$ cat config.mk
export PLATFORM = sky130hd
export DESIGN_NAME = nor_unlock_seq
export DESIGN_NICKNAME = d
export VERILOG_FILES = /design/src/rtl/nor_seq_pkg.sv /design/src/rtl/nor_step_rom.sv /design/src/rtl/nor_wait_timer.sv /design/src/rtl/nor_toggle_eval.sv /design/src/rtl/nor_unlock_seq.sv
export SDC_FILE = /design/constraint.sdc
export NUM_CORES = 1
export LEC_CHECK = 0
export ABC_AREA = 1
export BUFFER_PORTS_ARGS = -buffer_cell sky130_fd_sc_hd__buf_2
export CORE_UTILIZATION = 55
export CTS_CLUSTER_SIZE = 30
export DETAILED_ROUTE_END_ITERATION = 8
export PLACE_DENSITY = 0.95
export SETUP_SLACK_MARGIN = 0.2
export SYNTH_ARGS = -nofsm -noshare
export SYNTH_HDL_FRONTEND = slang
export SYNTH_SLANG_ARGS = --single-unit
export TNS_END_PERCENT = 5
$ cat constraint.sdc
create_clock -name clk -period 3 [get_ports clk]
set_input_delay 0.75 -clock clk [delete_from_list [all_inputs] [get_ports clk]]
set_output_delay 0.75 -clock clk [all_outputs]
set_load 0.01 [all_outputs]
$ cat src/rtl/nor_seq_pkg.sv
// Shared command codes, offsets and result encodings for the NOR flash
// unlock-sequence engine. Assumes the command byte sits in the low lane.
package nor_seq_pkg;

    localparam logic [7:0] CMD_UNLOCK_A = 8'hAA;
    localparam logic [7:0] CMD_UNLOCK_B = 8'h55;
    localparam logic [7:0] CMD_PROGRAM  = 8'hA0;
    localparam logic [7:0] CMD_ERS_ARM  = 8'h80;
    localparam logic [7:0] CMD_ERS_SECT = 8'h30;
    localparam logic [7:0] CMD_RESET    = 8'hF0;

    localparam logic [11:0] OFS_KEY_A = 12'h555;
    localparam logic [11:0] OFS_KEY_B = 12'h2AA;

    localparam int BIT_TOGGLE = 6;
    localparam int BIT_FAULT  = 5;

    typedef enum logic [1:0] {
        RES_OK     = 2'd0,
        RES_TMO    = 2'd1,
        RES_DEVERR = 2'd2
    } result_e;

    typedef enum logic [2:0] {
        VERD_AGAIN,
        VERD_RETRY,
        VERD_OK,
        VERD_TMO,
        VERD_ERR
    } verdict_e;

endpackage

$ cat src/rtl/nor_step_rom.sv
// Command-step table: maps operation type and step index to the word
// address and data of one bus write. Assumes AW >= 12 so the fixed
// offsets fit. Purely combinational.
module nor_step_rom
    import nor_seq_pkg::*;
#(
    parameter int AW = 20,
    parameter int DW = 16
) (
    input  logic          is_erase,
    input  logic [2:0]    step,
    input  logic [AW-1:0] tgt_addr,
    input  logic [DW-1:0] tgt_data,
    output logic [AW-1:0] w_addr,
    output logic [DW-1:0] w_data,
    output logic          last
);
    localparam logic [AW-1:0] KEY_A = AW'(OFS_KEY_A);
    localparam logic [AW-1:0] KEY_B = AW'(OFS_KEY_B);

    // Select the address/data pair for the current step.
    always_comb begin
        w_addr = KEY_A;
        w_data = DW'(CMD_UNLOCK_A);
        last   = 1'b0;
        if (!is_erase) begin
            case (step)
                3'd0: begin w_addr = KEY_A; w_data = DW'(CMD_UNLOCK_A); end
                3'd1: begin w_addr = KEY_B; w_data = DW'(CMD_UNLOCK_B); end
                3'd2: begin w_addr = KEY_A; w_data = DW'(CMD_PROGRAM);  end
                default: begin w_addr = tgt_addr; w_data = tgt_data; last = 1'b1; end
            endcase
        end else begin
            case (step)
                3'd0, 3'd3: begin w_addr = KEY_A; w_data = DW'(CMD_UNLOCK_A); end
                3'd1, 3'd4: begin w_addr = KEY_B; w_data = DW'(CMD_UNLOCK_B); end
                3'd2: begin w_addr = KEY_A; w_data = DW'(CMD_ERS_ARM); end
                default: begin w_addr = tgt_addr; w_data = DW'(CMD_ERS_SECT); last = 1'b1; end
            endcase
        end
    end
endmodule

$ cat src/rtl/nor_wait_timer.sv
// Saturating poll timer: cleared while commands are written, counts
// each polling cycle, flags expiry once the count reaches the limit.
module nor_wait_timer #(
    parameter int TW = 16
) (
    input  logic          clk,
    input  logic          rst_n,
    input  logic          clr,
    input  logic          run,
    input  logic [TW-1:0] limit,
    output logic          expired
);
    logic [TW-1:0] cnt_q;

    // Count polling cycles, holding at the top value.
    always_ff @(posedge clk) begin
        if (!rst_n || clr) begin
            cnt_q <= '0;
        end else if (run && cnt_q != {TW{1'b1}}) begin
            cnt_q <= cnt_q + 1'b1;
        end
    end

    assign expired = (cnt_q >= limit);

    // Once expired, stays expired until cleared unless the limit moves.
    assert_expiry_sticky_R8: assert property (@(posedge clk) disable iff (!rst_n)
        (expired && !clr && run) |=> (expired || limit != $past(limit)));
endmodule

$ cat src/rtl/nor_toggle_eval.sv
// Captures the two reads of a polling round and classifies the round
// from the toggle bit, the fault bit, the retry flag and timer expiry.
module nor_toggle_eval
    import nor_seq_pkg::*;
#(
    parameter int DW = 16
) (
    input  logic          clk,
    input  logic          rst_n,
    input  logic          cap_first,
    input  logic          cap_second,
    input  logic [DW-1:0] rdata,
    input  logic          retry_armed,
    input  logic          expired,
    output verdict_e      verdict
);
    logic [1:0] first_q;
    logic [1:0] second_q;
    logic       toggled;

    // Keep the toggle and fault bits of each read in the round.
    always_ff @(posedge clk) begin
        if (!rst_n) begin
            first_q  <= '0;
            second_q <= '0;
        end else begin
            if (cap_first)  first_q  <= {rdata[BIT_TOGGLE], rdata[BIT_FAULT]};
            if (cap_second) second_q <= {rdata[BIT_TOGGLE], rdata[BIT_FAULT]};
        end
    end

    assign toggled = first_q[1] ^ second_q[1];

    // Priority: settled, pending retry, timeout, new fault, keep polling.
    always_comb begin
        if (!toggled)         verdict = VERD_OK;
        else if (retry_armed) verdict = VERD_ERR;
        else if (expired)     verdict = VERD_TMO;
        else if (second_q[0]) verdict = VERD_RETRY;
        else                  verdict = VERD_AGAIN;
    end

    // The two captures of a round never happen in the same cycle.
    assert_one_capture_R6: assert property (@(posedge clk) disable iff (!rst_n)
        !(cap_first && cap_second));
endmodule

$ cat src/rtl/nor_unlock_seq.sv
// Top of the NOR flash command engine. Accepts one program or erase
// request while idle, writes the unlock-prefixed command sequence, polls
// the toggle bit, handles the single fault retry and the timeout, writes
// the reset command on failure and pulses done with a result code.
// Assumes the flash returns read data by the clock edge ending a read cycle.
module nor_unlock_seq
    import nor_seq_pkg::*;
#(
    parameter int AW  = 20,
    parameter int DW  = 16,
    parameter int TW  = 16,
    localparam int SH  = $clog2(DW / 8),
    localparam int BAW = AW + SH
) (
    input  logic           clk,
    input  logic           rst_n,
    input  logic           req_valid,
    input  logic           req_erase,
    input  logic [AW-1:0]  req_addr,
    input  logic [DW-1:0]  req_data,
    input  logic [TW-1:0]  tmo_limit,
    output logic           busy,
    output logic           done,
    output logic [1:0]     done_code,
    output logic [BAW-1:0] fl_addr,
    output logic [DW-1:0]  fl_wdata,
    input  logic [DW-1:0]  fl_rdata,
    output logic           fl_we_n,
    output logic           fl_oe_n
);
    typedef enum logic [3:0] {
        ST_IDLE, ST_WLO, ST_WHI, ST_RD1, ST_RD2, ST_CHK, ST_RLO, ST_RHI, ST_DONE
    } state_e;

    state_e        state_q;
    logic [2:0]    step_q;
    logic          erase_q;
    logic          retry_q;
    logic [AW-1:0] addr_q;
    logic [DW-1:0] data_q;
    result_e       code_q;

    logic [AW-1:0] rom_addr;
    logic [DW-1:0] rom_data;
    logic          rom_last;
    logic          expired;
    verdict_e      verdict;
    logic [AW-1:0] word_addr;
    logic          in_write;
    logic          in_poll;

    nor_step_rom #(.AW(AW), .DW(DW)) u_rom (
        .is_erase (erase_q),
        .step     (step_q),
        .tgt_addr (addr_q),
        .tgt_data (data_q),
        .w_addr   (rom_addr),
        .w_data   (rom_data),
        .last     (rom_last)
    );

    assign in_write = (state_q == ST_WLO) || (state_q == ST_WHI);
    assign in_poll  = (state_q == ST_RD1) || (state_q == ST_RD2) || (state_q == ST_CHK);

    nor_wait_timer #(.TW(TW)) u_timer (
        .clk     (clk),
        .rst_n   (rst_n),
        .clr     (!in_poll),
        .run     (in_poll),
        .limit   (tmo_limit),
        .expired (expired)
    );

    nor_toggle_eval #(.DW(DW)) u_eval (
        .clk         (clk),
        .rst_n       (rst_n),
        .cap_first   (state_q == ST_RD1),
        .cap_second  (state_q == ST_RD2),
        .rdata       (fl_rdata),
        .retry_armed (retry_q),
        .expired     (expired),
        .verdict     (verdict)
    );

    // Sequence the write, poll and recovery phases of one request.
    always_ff @(posedge clk) begin
        if (!rst_n) begin
            state_q <= ST_IDLE;
            step_q  <= '0;
            erase_q <= 1'b0;
            retry_q <= 1'b0;
            addr_q  <= '0;
            data_q  <= '0;
            code_q  <= RES_OK;
        end else begin
            case (state_q)
                ST_IDLE: if (req_valid) begin
                    erase_q <= req_erase;
                    addr_q  <= req_addr;
                    data_q  <= req_data;
                    step_q  <= '0;
                    retry_q <= 1'b0;
                    state_q <= ST_WLO;
                end
                ST_WLO: state_q <= ST_WHI;
                ST_WHI: begin
                    if (rom_last) begin
                        state_q <= ST_RD1;
                    end else begin
                        step_q  <= step_q + 1'b1;
                        state_q <= ST_WLO;
                    end
                end
                ST_RD1: state_q <= ST_RD2;
                ST_RD2: state_q <= ST_CHK;
                ST_CHK: begin
                    case (verdict)
                        VERD_OK:    begin code_q <= RES_OK;     state_q <= ST_DONE; end
                        VERD_ERR:   begin code_q <= RES_DEVERR; state_q <= ST_RLO;  end
                        VERD_TMO:   begin code_q <= RES_TMO;    state_q <= ST_RLO;  end
                        VERD_RETRY: begin retry_q <= 1'b1;      state_q <= ST_RD1;  end
                        default:    state_q <= ST_RD1;
                    endcase
                end
                ST_RLO:  state_q <= ST_RHI;
                ST_RHI:  state_q <= ST_DONE;
                default: state_q <= ST_IDLE;
            endcase
        end
    end

    // Drive the flash bus from the current phase.
    always_comb begin
        word_addr = in_write ? rom_addr : addr_q;
        fl_addr   = BAW'(word_addr) << SH;
        if (in_write)
            fl_wdata = rom_data;
        else if (state_q == ST_RLO || state_q == ST_RHI)
            fl_wdata = DW'(CMD_RESET);
        else
            fl_wdata = '0;
    end

    assign fl_we_n   = !((state_q == ST_WLO) || (state_q == ST_RLO));
    assign fl_oe_n   = !((state_q == ST_RD1) || (state_q == ST_RD2));
    assign busy      = (state_q != ST_IDLE);
    assign done      = (state_q == ST_DONE);
    assign done_code = code_q;

    assert_strobes_exclusive_R5: assert property (@(posedge clk) disable iff (!rst_n)
        !(!fl_we_n && !fl_oe_n));
    assert_write_strobe_single_R5: assert property (@(posedge clk) disable iff (!rst_n)
        !fl_we_n |=> fl_we_n);
    assert_done_pulse_R9: assert property (@(posedge clk) disable iff (!rst_n)
        done |=> (!done && !busy));
    assert_code_legal_R9: assert property (@(posedge clk) disable iff (!rst_n)
        done |-> (done_code != 2'd3));
    assert_busy_holds_R10: assert property (@(posedge clk) disable iff (!rst_n)
        (busy && !done) |=> busy);
    assert_accept_starts_write_R2: assert property (@(posedge clk) disable iff (!rst_n)
        (!busy && req_valid) |=> (busy && !fl_we_n));
endmodule

# ---- Word-level counts from Yosys, hierarchy flattened
# Index checks and enable logic that the tools add are counted.
# W data, S select, Z words.
dict set report word_totals {
  ff_bits 67
  in_bits 72
  out_inout_bits 43
  wordCells 89
}
dict set report op_classes {
  add_sub_neg 2
  n_lt_le_gt_ge 1
  n_eq_ne 20
  muxes 27
  bitwise 1
  n_reduce_logical 28
}
# op n
set ops {}
lappend ops {{$pmux W20 S2} 2}
lappend ops {{$pmux W16 S3} 1}
lappend ops {{$mux W20} 2}
lappend ops {{$mux W16} 2}
lappend ops {{$pmux W4 S8} 1}
lappend ops {{$pmux W8 S3} 1}
lappend ops {{$add A16 B1 Y16 const B} 1}
lappend ops {{$eq A4 B3 Y1 const B} 4}
lappend ops {{$ge A16 B16 Y1} 1}
lappend ops {{$ne A16 B16 Y1 const B} 1}
lappend ops {{$mux W3} 5}
lappend ops {{$eq A3 B2 Y1 const B} 4}
lappend ops {{$eq A4 B2 Y1 const B} 2}
lappend ops {{$mux W8} 1}
lappend ops {{$pmux W4 S2} 1}
lappend ops {{$reduce_or A2 Y1} 4}
lappend ops {{$eq A3 B1 Y1 const B} 2}
lappend ops {{$eq A3 B3 Y1 const B} 2}
lappend ops {{$logic_or A1 B1 Y1} 6}
lappend ops {{$mux W1} 6}
lappend ops {{$pmux W2 S3} 1}
lappend ops {{$pmux W3 S2} 1}
lappend ops {{$reduce_and A3 Y1} 2}
lappend ops {{$reduce_or A3 Y1} 2}
lappend ops {{other kinds (18)} 24}

# ---- Depth between registers and ports, before layout
# Gate-level depths: netlist of run 1.
dict set report depth {
  ltp_word 8
  depth_mapped 14
  depth_no_buf 14
}

# ---- Modules after synthesis
# From an unflattened synthesis of run 1, not the netlist that was laid out.
dict set report hier_totals {
  hier_cells 687
  area_unflattened_um2 4256.6
}
# mod instances cells_per_inst area_per_inst_um2 seq_area_each_um2
set modules_own_cells {}
lappend modules_own_cells {nor_unlock_seq 1 339 2285.9 940.9}
lappend modules_own_cells {nor_wait_timer 1 213 1347.5 320.3}
lappend modules_own_cells {nor_step_rom 1 109 466.7 0.0}
lappend modules_own_cells {nor_toggle_eval 1 26 156.4 60.1}

# ---- Least setup slack after synthesis of run 1
# Ideal clock, no wire load.
dict set report synth_timing {
  path_type {register to output}
  from {register step_q[0]}
  to {output fl_addr[10]}
  arrival_ns 1.654
  t_required_ns 2.250
  slack_ns 0.596
  path_stages_with_launch 11
  n_path_buf 1
  path_cell_list {dfxtp_1 inv_1 ha_1 nand2_1 inv_1 nor2_1 nand2_1 nor2_1 nor2_1 buf_2 o21ai_0}
}
dict set report synth_via {
  elab_chain_cells 5
  elab_cells_between_ends 12
  classes_between {4 x eq/ne; 4 x mux; 4 x reduce/logical}
}
# element line
set synth_rtl {}
lappend synth_rtl {{from (decl)} nor_unlock_seq.sv:36} ;# logic [2:0] step_q;
lappend synth_rtl {{from (signal assigned)} nor_unlock_seq.sv:110} ;# step_q <= step_q + 1'b1;
lappend synth_rtl {{$eq A3 B2 Y1, or another cell as far along} nor_step_rom.sv:34} ;# case (step)
lappend synth_rtl {{$reduce_or A3 Y1 (no source line), or another cell as far along} n/a}
lappend synth_rtl {{$pmux W20 S2, on equally long branches} {nor_step_rom.sv:34, nor_step_rom.sv:27}}
lappend synth_rtl {{$mux W20 (*)} nor_step_rom.sv:26} ;# if (!is_erase) begin
lappend synth_rtl {{$mux W20 (*)} nor_unlock_seq.sv:134} ;# word_addr = in_write ? rom_addr : addr_q;
lappend synth_rtl {{to (decl)} nor_unlock_seq.sv:25} ;# output logic [BAW-1:0] fl_addr,
# Every way passes the cells marked *; elsewhere a longest branch is shown, timed or not.

# ---- Final worst setup path of run 1
dict set report layout_timing {
  from {register step_q[0]}
  to {output fl_wdata[5]}
}
dict set report layout_via {
  elab_chain_cells 5
  elab_cells_between_ends 11
  classes_between {4 x eq/ne; 4 x mux; 3 x reduce/logical}
}
# element line
set layout_rtl {}
lappend layout_rtl {{$eq A3 B1 Y1, or another cell as far along} {nor_step_rom.sv:27, nor_step_rom.sv:34}}
lappend layout_rtl {{$reduce_or A2 Y1, on equally long branches} n/a}
lappend layout_rtl {{$pmux W8 S3} nor_step_rom.sv:34}
lappend layout_rtl {{$mux W16 (*)} nor_step_rom.sv:26}
lappend layout_rtl {{$mux W16 (*)} nor_unlock_seq.sv:136} ;# if (in_write)
lappend layout_rtl {{to (decl)} nor_unlock_seq.sv:26} ;# output logic [DW-1:0] fl_wdata,
# Marked as above.

==> impl_metrics.json, run 1 <==
{
  "grt_usage_pct": 27.32,
  "critical_path_class": "reg2out",
  "synth.distinct_cells": 35,
  "syn_inst": 552,
  "die_y_um": 84.74,
  "dieArea_sq_mm": 0.007180,
  "numCtsBuffers": 9,
  "violations": "design-rule violations",
  "first_pass_iters": 9,
  "io_buffers": 99,
  "drc_errors": 2,
  "n_antenna_cell": 0,
  "synth_adder_area_share_pct": 7.311,
  "hold_class": "reg2reg",
  "cp_max_fo": 10,
  "wl_met3_um": 625,
  "synth-seq-cells": 66,
  "grt_pass1_wl_um": 15840,
  "cts_tree": "yes",
  "routedWlPerCell_um": 13.75,
  "clockBufferDepth": 2,
  "setup_tns_ps": 0,
  "insertion_delay_ps": 330,
  "finalCriticalPeriod_ps": 2886,
  "worstSetupEndpointType": "primary output",
  "drt_iter0_markers": 291,
  "first_global_vias": 3665,
  "synthSimpleGateAreaFrac_pct": 22.07,
  "power_leakage_nw": 2.207,
  "muxShareOfSynthArea_pct": 0,
  "fmax_ghz": 0.3465,
  "syn2layout_area_growth_pct": 23.73,
  "ctsHtreeMaxLevel": 3,
  "met1_length_um": 4179,
  "syn_avg_cell_area_sq_um": 6.820,
  "num_rows": 29,
  "yosysSeqAreaShare_pct": 35.09,
  "setup_viol": 0,
  "via_per_inst": 5.501,
  "yosysWarnings": 0,
  "ant_nets": 0,
  "fin_hold_ws_ps": 448.9,
  "initial_utilization_pct": 57.97,
  "layout.cells.most_common_list": "99 x buf_2, 92 x inv_1, 80 x nand2_1",
  "core_area_sq_mm": 0.006495,
  "synth.area.top_cells": "dfxtp_1 35%, inv_1 9.6%, o21ai_0 9.4%",
  "routed_wl_um": 10160,
  "gp_congestion": 0.9129,
  "ios": 115,
  "synth_xor_area_share_pct": 1.396,
  "top_layer_used": "met4",
  "synth_top_family_by_area": "simple AND/OR/NAND/NOR gates",
  "via_count": 4065,
  "tightest_slew_ps": 719.6,
  "syn_nets": 646,
  "final_nets": 752,
  "stdcell_area_sq_mm": 0.004658,
  "hpwl_um": 6660,
  "critical_path_required_ps": 2250,
  "cap_violations": 0,
  "rsz0062_at_grt": "yes",
  "yosysTopAreaCellShare_pct": 35.09,
  "met2_wirelength_um": 5092,
  "synth_compound_area_share_pct": 20.80,
  "powerDensity_mw_per_mm2": 477.9,
  "slew_violations": 0,
  "startpoint_type": "flop",
  "cts.sinks": 66,
  "maxSlewHeadroom_pct": 51.58,
  "antenna_found_initial": 0,
  "cp.arrival_ps": 2140,
  "synth_top_area_cell": "dfxtp_1",
  "path_clk_slew_ps": 70,
  "drive_gt1_share_pct": 26.74,
  "grt_max_degree": 77,
  "outcome": "complete, but fails checks",
  "p_total_mw": 2.226,
  "grt-ovfl-total": 0,
  "report.final.hold_viol_count": 0,
  "clock_skew_ps": 9.121,
  "synth_area_sq_mm": 0.003765,
  "chipWidth_um": 84.74,
  "fin_crit_sh_pct": 96.19,
  "root_buffer": "clkbuf_8",
  "peakVddDrop_v": 0.0003075,
  "final_common_cell": "buf_2",
  "placed_cell_area_sq_mm": 0.004269
}
-- report_power, final --
group / leakage (nW) / internal [mW] / switching [mW]
logic: 1.57 / 0.202 / 0.347
clock network: 0.0986 / 0.375 / 0.338
registers: 0.544 / 0.937 / 0.0287
-- critical path: stages, from the launching register on --
cell      delay, ps
dfxtp_4         380
inv_2            60
ha_2            190
nand2_2         120
inv_2            70
nor2_2          150
inv_2           110
nand2_1         110
o21ai_0         120
o211ai_1        240
nand2_1          90
buf_2           150
-- cells by family (layout without fill, tap and decap cells) --
kind of cell / Yosys count / in the layout
compound gates: 150 / 150
xor+xnor: 6 / 6
fa+ha+maj: 22 / 22
buf+inv: 122 / 229
flops: 66 / 66
other cells: 1 / 1
simple gates: 185 / 188
-- layer usage --
layer / up-vias / track usage (%)
li1: 2003 / -
met1: 1858 / 31.52
met2: 176 / 49.08
met3: 28 / 4.621
met4: 0 / 12.94
met5: - / 0
-- through the flow --
step | instances | setup slack (ps) | util [%]
2_1_floorplan | 552 | 596.3 | -
3_3_place_gp | 711 | 33.93 | 65.73
3_5_place_dp | 711 | -234.3 | 65.73
4_1_cts | 731 | 171.1 | 70.10
5_1_grt | 739 | -41.07 | 71.72
6_report | 739 | 114.4 | 71.72
-- worst paths after layout --
path                            endpoint  cells past startpoint                     from  slack [ps]
hold / removal    data_q[0]$_SDFFE_PN0P_                      2   data_q[0]$_SDFFE_PN0P_         450
hold reg to reg   data_q[0]$_SDFFE_PN0P_                      2   data_q[0]$_SDFFE_PN0P_         450
setup reg to reg  step_q[2]$_SDFFE_PN0P_                      9  state_q[0]$_SDFFE_PN0P_         920
setup / recovery             fl_wdata[5]                     11   step_q[0]$_SDFFE_PN0P_         110
-- synth_stat cells --
library cell	instances
inv_1	96
nand2_1	86
o21ai_0	71
a21oi_1	66
dfxtp_1	66
nor2_1	42
ha_1	22
nor3_1	17
nand3_1	15
nand4_1	10
buf_2	8
clkbuf_1	6
inv_2	6
a31oi_1	3
buf_6	3
nand2_2	3
o211ai_1	3
o21ai_1	3
xnor2_1	3
xor2_1	3
buf_4	2
nand3_2	2
nand3b_1	2
nor2_4	2
or2_2	2
a21oi_4	1
a41oi_1	1
buf_1	1
conb_1	1
nor2_2	1
nor3_2	1
nor3_4	1
nor4_1	1
o21ai_2	1
o31ai_1	1
-- final cells by class --
class | count | area (sq um)
timing repair buffer | 112 | 609.3
fill | 499 | 1837
clock inverter | 6 | 58.81
multi-input combinational | 367 | 2057
sequential | 66 | 1330
tap | 77 | 96.34
inverter | 102 | 382.9
clock buffer | 9 | 123.9
-- flip-flops by register name, indices dropped and copies added, names as in the netlist --
name and flops:
addr_q 20, data_q 16, done_code 2, erase_q 1
retry_q 1, state_q 4, step_q 3, u_eval.first_q 1
u_eval.second_q 2, u_timer.cnt_q 16
-- repair_timing --
| action | CTS | global route |
|---|---|---|
| endpoints found under the setup margin | 25 | 27 |
| resized for setup | 25 | 19 |
| pin swaps | 8 | 8 |
| buffers inserted | 2 | 8 |
| hold buffers | 0 | 0 |
| cloned | 3 | 0 |
Power figures use the tool's default switching activity.
==> inputs of run 2 (changes only) <==
==> constraint.sdc (replaced) <==
create_clock -name clk -period 3 [get_ports clk]
set_input_delay 0.15 -clock clk [delete_from_list [all_inputs] [get_ports clk]]
set_output_delay 0.15 -clock clk [all_outputs]
set_load 0.01 [all_outputs]
==> impl_metrics.json, run 2 (same netlist as run 1, synthesis figures left out) <==
{
  "ios": 115,
  "die_y_um": 84.74,
  "grt_pass1_wl_um": 16050,
  "largest_reg_flops": 20,
  "violations": "design-rule violations",
  "crit_chain": "inv_1, ha_1, nand2_1, inv_1, nor2_1, nand2_1, nor2_1, nor2_4, o21ai_0, buf_2",
  "initial_utilization_pct": 57.97,
  "path_delay_family": "simple AND/OR/NAND/NOR gates",
  "wl_met3_um": 640,
  "clock_skew_ps": 9.681,
  "critical_path_required_ps": 2850,
  "met2_wirelength_um": 4742,
  "root_buffer": "clkbuf_8",
  "power_frac_seq_pct": 41.0,
  "ff_latch_area_sq_mm": 0.001321,
  "gp_congestion": 0.8750,
  "switching_share_pct": 29.31,
  "met1_length_um": 3782,
  "p_int_mw": 1.659,
  "via_per_inst": 5.476,
  "setup_viol": 0,
  "maxSlewHeadroom_pct": 53.65,
  "antenna_found_initial": 0,
  "drc_errors": 4,
  "hold_class": "in2reg",
  "power.switching_mw": 0.6878,
  "ctsHtreeMaxLevel": 3,
  "path_clk_slew_ps": 80,
  "startpoint_type": "flop",
  "worstSetupEndpointType": "primary output",
  "layout.cells.most_common_list": "99 x buf_2, 96 x inv_1, 86 x nand2_1",
  "fin_crit_sh_pct": 83.94,
  "grt_usage_pct": 27.87,
  "first_global_vias": 3694,
  "routedWlPerCell_um": 13.15,
  "slew_violations": 0,
  "finalCriticalPeriod_ps": 2518,
  "drt_iter0_markers": 280,
  "multi_input_area_sq_mm": 0.001958,
  "max_stage_delay_ps": 450,
  "holdBufCountCts": 0,
  "final_common_cell": "buf_2",
  "rsz0062_at_grt": "no",
  "largestRegisters": "addr_q: 20 flops, data_q: 16 flops, u_timer.cnt_q: 16 flops",
  "report.final.hold_viol_count": 0,
  "cp.arrival_ps": 2370,
  "io_buffers": 99,
  "p_clk_share_pct": 39.5,
  "critPathSlowestCell": "dfxtp_1",
  "cts_resized": 1,
  "cap_violations": 0,
  "num_rows": 29,
  "drive_gt1_share_pct": 21.54,
  "grt-ovfl-total": 0,
  "top_layer_used": "met4",
  "dp_cells": 711,
  "powerDensity_mw_per_mm2": 518.7,
  "setup_tns_ps": 0,
  "numCtsBuffers": 9,
  "fmax_ghz": 0.3971,
  "routed_wl_um": 9560,
  "stdcell_count": 727,
  "grt_max_degree": 46,
  "final_nets": 739,
  "chipWidth_um": 84.74,
  "via_count": 3981,
  "ant_nets": 0,
  "dieArea_sq_mm": 0.007180,
  "clockBufferDepth": 2,
  "core_area_sq_mm": 0.006495,
  "cts.sinks": 66,
  "cp_num_buf_inv": 3,
  "hpwl_um": 6875,
  "regMostFlops": "addr_q",
  "cts_tree": "yes",
  "critical_path_class": "reg2out",
  "outcome": "complete, but fails checks",
  "insertion_delay_ps": 350,
  "cts_setup_buffers": 0,
  "first_pass_iters": 9,
  "syn2layout_area_growth_pct": 20.17,
  "peakVddDrop_v": 0.0002704,
  "comb_power_share_pct": 19.5,
  "n_antenna_cell": 0,
  "tightest_slew_ps": 695.3,
  "cp_max_fo": 20,
  "nFillCells": 532,
  "power_leakage_nw": 2.150
}
run 2: cell count changes in the layout (fill, tap and decap cells not counted), moves of 5 or more:
cell and change:
o21ai_0 +9, buf_4 -8, nand2_1 +6, dfxtp_1 +5, nand2_2 -5, o21ai_1 -5
run 2: tightest hold or removal path, cell delays in order:
cell and delay (ps):
buf_2 90, nor2_1 40, nor2_1 80
run 2: path summary, 6_finish.rpt:
check	startpoint	to	slack [ps]	cells after the start
hold / removal	fl_rdata[5]	u_eval.second_q[0]$_SDFFE_PN0P_	50	3
hold reg to reg	addr_q[0]$_SDFFE_PN0P_	addr_q[0]$_SDFFE_PN0P_	450	2
setup reg to reg	state_q[0]$_SDFFE_PN0P_	addr_q[2]$_SDFFE_PN0P_	1000	7
setup / recovery	step_q[0]$_SDFFE_PN0P_	fl_addr[8]	480	10
run 2: layer usage:
layer,GRT usage (%),up-vias
met5,0,-
met4,15.87,0
met3,4.720,45
met2,49.22,208
met1,31.79,1749
li1,-,1979
run 2: power groups by stage:
stage / logic [mW] / registers, mW / clock network (mW)
finish: 0.458 / 0.963 / 0.927
global route: 0.513 / 0.969 / 0.984
CTS: 0.453 / 0.962 / 0.941
detailed placement: 0.445 / 0.982 / 0
global placement: 0.429 / 0.979 / 0
floorplan: 0.306 / 0.974 / 0
run 2: stage by stage:
stage                     hold WS (ps)  worst slack [ps]  power, mW  cell area (sq um)  util (%)
after detailed placement         399.0             482.5      1.427               4269     65.73
after floorplan                  284.5              1196      1.280               3765         -
after global placement           386.6             637.7      1.408               4269     65.73
after global routing             77.13             200.0      2.466               4524     69.66
after CTS                        40.89             423.9      2.356               4519     69.58
final                            48.42             481.9      2.347               4524     69.66
run 2: area by class of cell:
cell class	instances	share of cell area [%]
flip-flops and latches	66	29.20
clock buffers	9	2.738
repair buffers	102	11.45
multi-input cells	364	43.28
inverters	102	8.462
well taps	77	2.129
clock inverters	7	2.738
==> inputs of run 3 (changes only) <==
Settings changed: CORE_UTILIZATION 55 to 47, PLACE_DENSITY 0.95 to 0.87.
Clock period 3 ns to 2.3 ns, I/O delays scaled along.
==> impl_metrics.json, run 3 (same netlist as run 1, synthesis figures left out) <==
{
  "outcome": "completed",
  "routed_wl_um": 9921,
  "core_area_sq_mm": 0.007727,
  "max_stage_delay_ps": 360,
  "ant_nets": 0,
  "regToRegStartpoint": "step_q[0]$_SDFFE_PN0P_",
  "hpwl_um": 6738,
  "min-delay-start": "fl_rdata[5]",
  "via_count": 3999,
  "insertion_delay_ps": 330,
  "switching_share_pct": 31.62,
  "io_buffers": 99,
  "grt_pass1_wl_um": 16040,
  "drt_iter0_markers": 265,
  "path_delay_family": "simple AND/OR/NAND/NOR gates",
  "critPathSlowestCell": "dfxtp_4",
  "tightest_slew_ps": 620.6,
  "startpoint_type": "flop",
  "holdPathEnd": "u_eval.second_q[0]$_SDFFE_PN0P_",
  "r2r_slack_ps": 390,
  "crit_chain": "inv_1, ha_2, nand2_1, nand2_1, nor2_2, inv_2, nand2_1, o21ai_0, o211ai_1, nand2_1, buf_2",
  "first_global_vias": 3705,
  "largest_reg_flops": 20,
  "gp_congestion": 0.8933,
  "final_common_cell": "buf_2",
  "critical_path_class": "reg2out",
  "layout.cells.most_common_list": "99 x buf_2, 93 x inv_1, 81 x nand2_1",
  "cp.arrival_ps": 2000,
  "largestRegisters": "addr_q: 20 flops, data_q: 16 flops, u_timer.cnt_q: 16 flops",
  "cts_tree": "yes",
  "holdPathStages": 3,
  "chipWidth_um": 91.50,
  "cp_num_buf_inv": 3,
  "initial_utilization_pct": 48.72,
  "grtUsageMet2_pct": 39.79,
  "final_nets": 755,
  "fmax_ghz": 0.4718,
  "grt.busiest_layer": "met2",
  "p_clk_share_pct": 30.3,
  "cap_violations": 0,
  "fin_hold_ws_ps": 26.53,
  "clock_skew_ps": 10.66,
  "via_per_inst": 5.207,
  "numCtsBuffers": 9,
  "critical_path_required_ps": 2180,
  "slew_violations": 0,
  "setup_viol": 0,
  "reg2reg_depth": 12,
  "dp_cells": 737,
  "regMostFlops": "addr_q",
  "ctsHtreeMaxLevel": 3,
  "power_leakage_nw": 2.213,
  "peakVddDrop_v": 0.0003087,
  "grt_max_degree": 58,
  "ios": 115,
  "drc_errors": 0,
  "critPathMostFrequentCell": "nand2_1",
  "drive_gt1_share_pct": 26.47,
  "dieArea_sq_mm": 0.008372,
  "reg2reg_to": "step_q[2]$_SDFFE_PN0P_",
  "root_buffer": "clkbuf_8",
  "maxSlewHeadroom_pct": 58.24,
  "p_total_mw": 2.833,
  "grt-ovfl-total": 0,
  "stdcell_count": 768,
  "worstSetupEndpointType": "primary output",
  "met1_usage_pct": 28.36,
  "num_rows": 32,
  "met3_usage_pct": 4.271,
  "antenna_found_initial": 1,
  "power_frac_seq_pct": 44.5,
  "syn2layout_area_growth_pct": 25.66,
  "power.switching_mw": 0.8958,
  "clockBufferDepth": 2,
  "finalCriticalPeriod_ps": 2120,
  "first_pass_iters": 5,
  "final_util_pct": 61.22,
  "cts.sinks": 66,
  "cp_max_fo": 4,
  "report.final.hold_viol_count": 0,
  "grt_usage_pct": 23.61,
  "comb_power_share_pct": 25.2,
  "p_int_mw": 1.937,
  "fin_crit_sh_pct": 92.16,
  "routedWlPerCell_um": 12.92,
  "path_clk_slew_ps": 70,
  "hold_class": "in2reg",
  "nFillCells": 689,
  "die_y_um": 91.50,
  "rsz0062_at_grt": "yes",
  "powerDensity_mw_per_mm2": 598.8
}
run 3: cell types whose count changed in the layout (fill, tap and decap cells not counted), sizes merged:
cell and change:
clkinvlp -1, inv -2, diode +1, clkbuf +3, buf +13, nor2 +3
bufinv -3, clkinv +2
run 3: tightest hold or removal path: cells and delay by family:
kind | cells | cell delay, ps
buffers and inverters | 1 | 80
AND/OR/NAND/NOR | 2 | 130
run 3: area by class of cell:
class	instances	area (sq um)	area share [%]
multi-input combinational	367	2072	43.80
clock inverter	3	15.01	0.3174
tap	102	127.6	2.698
sequential	66	1331	28.14
antenna	1	2.502	0.05290
timing repair buffer	115	644.4	13.62
inverter	102	382.9	8.093
clock buffer	12	155.1	3.280
run 3: timing repair:
action	in CTS	in global routing
setup buffers	4	8
setup endpoints to repair	25	33
resized for setup	36	9
hold buffers	0	0
cloned	3	0
pin swaps	6	7
run 3: worst max-delay path by stage:
stage,startpoint,end,slack [ps],cells past startpoint
floorplan,step_q[0]$_SDFFE_PN0P_,fl_addr[10],530,10
global placement,step_q[0]$_SDFFE_PN0P_,fl_addr[7],-5,10
detailed placement,step_q[0]$_SDFFE_PN0P_,fl_addr[9],-110,10
CTS,state_q[2]$_SDFFE_PN0P_,fl_wdata[6],190,9
global route,step_q[0]$_SDFFE_PN0P_,fl_wdata[5],60,11
finish,step_q[0]$_SDFFE_PN0P_,fl_wdata[5],180,11
run 3: per-stage QoR:
stage	cell area (sq um)	TNS, ps	setup WS [ps]
2_1_floorplan	3765	0	531.3
3_3_place_gp	4320	-4.882	-4.882
3_5_place_dp	4320	-816.7	-112.6
4_1_cts	4632	0	189.9
5_1_grt	4731	0	57.58
6_report	4731	0	180.4
run 3: power groups by stage:
stage / Clock [mW] / Combinational, mW / Sequential [mW]
after floorplan: 0 / 0.399 / 1.27
after global placement: 0 / 0.567 / 1.28
after detailed placement: 0 / 0.588 / 1.28
after CTS: 0.875 / 0.656 / 1.26
after global routing: 0.927 / 0.790 / 1.27
final: 0.858 / 0.715 / 1.26
run 3: metal layers:
metal  vias to the layer above  share of wire, %
met5                         -                 0
met4                         0               3.4
met3                        33               6.3
met2                       156                49
met1                      1804                41
li1                       2006                 -
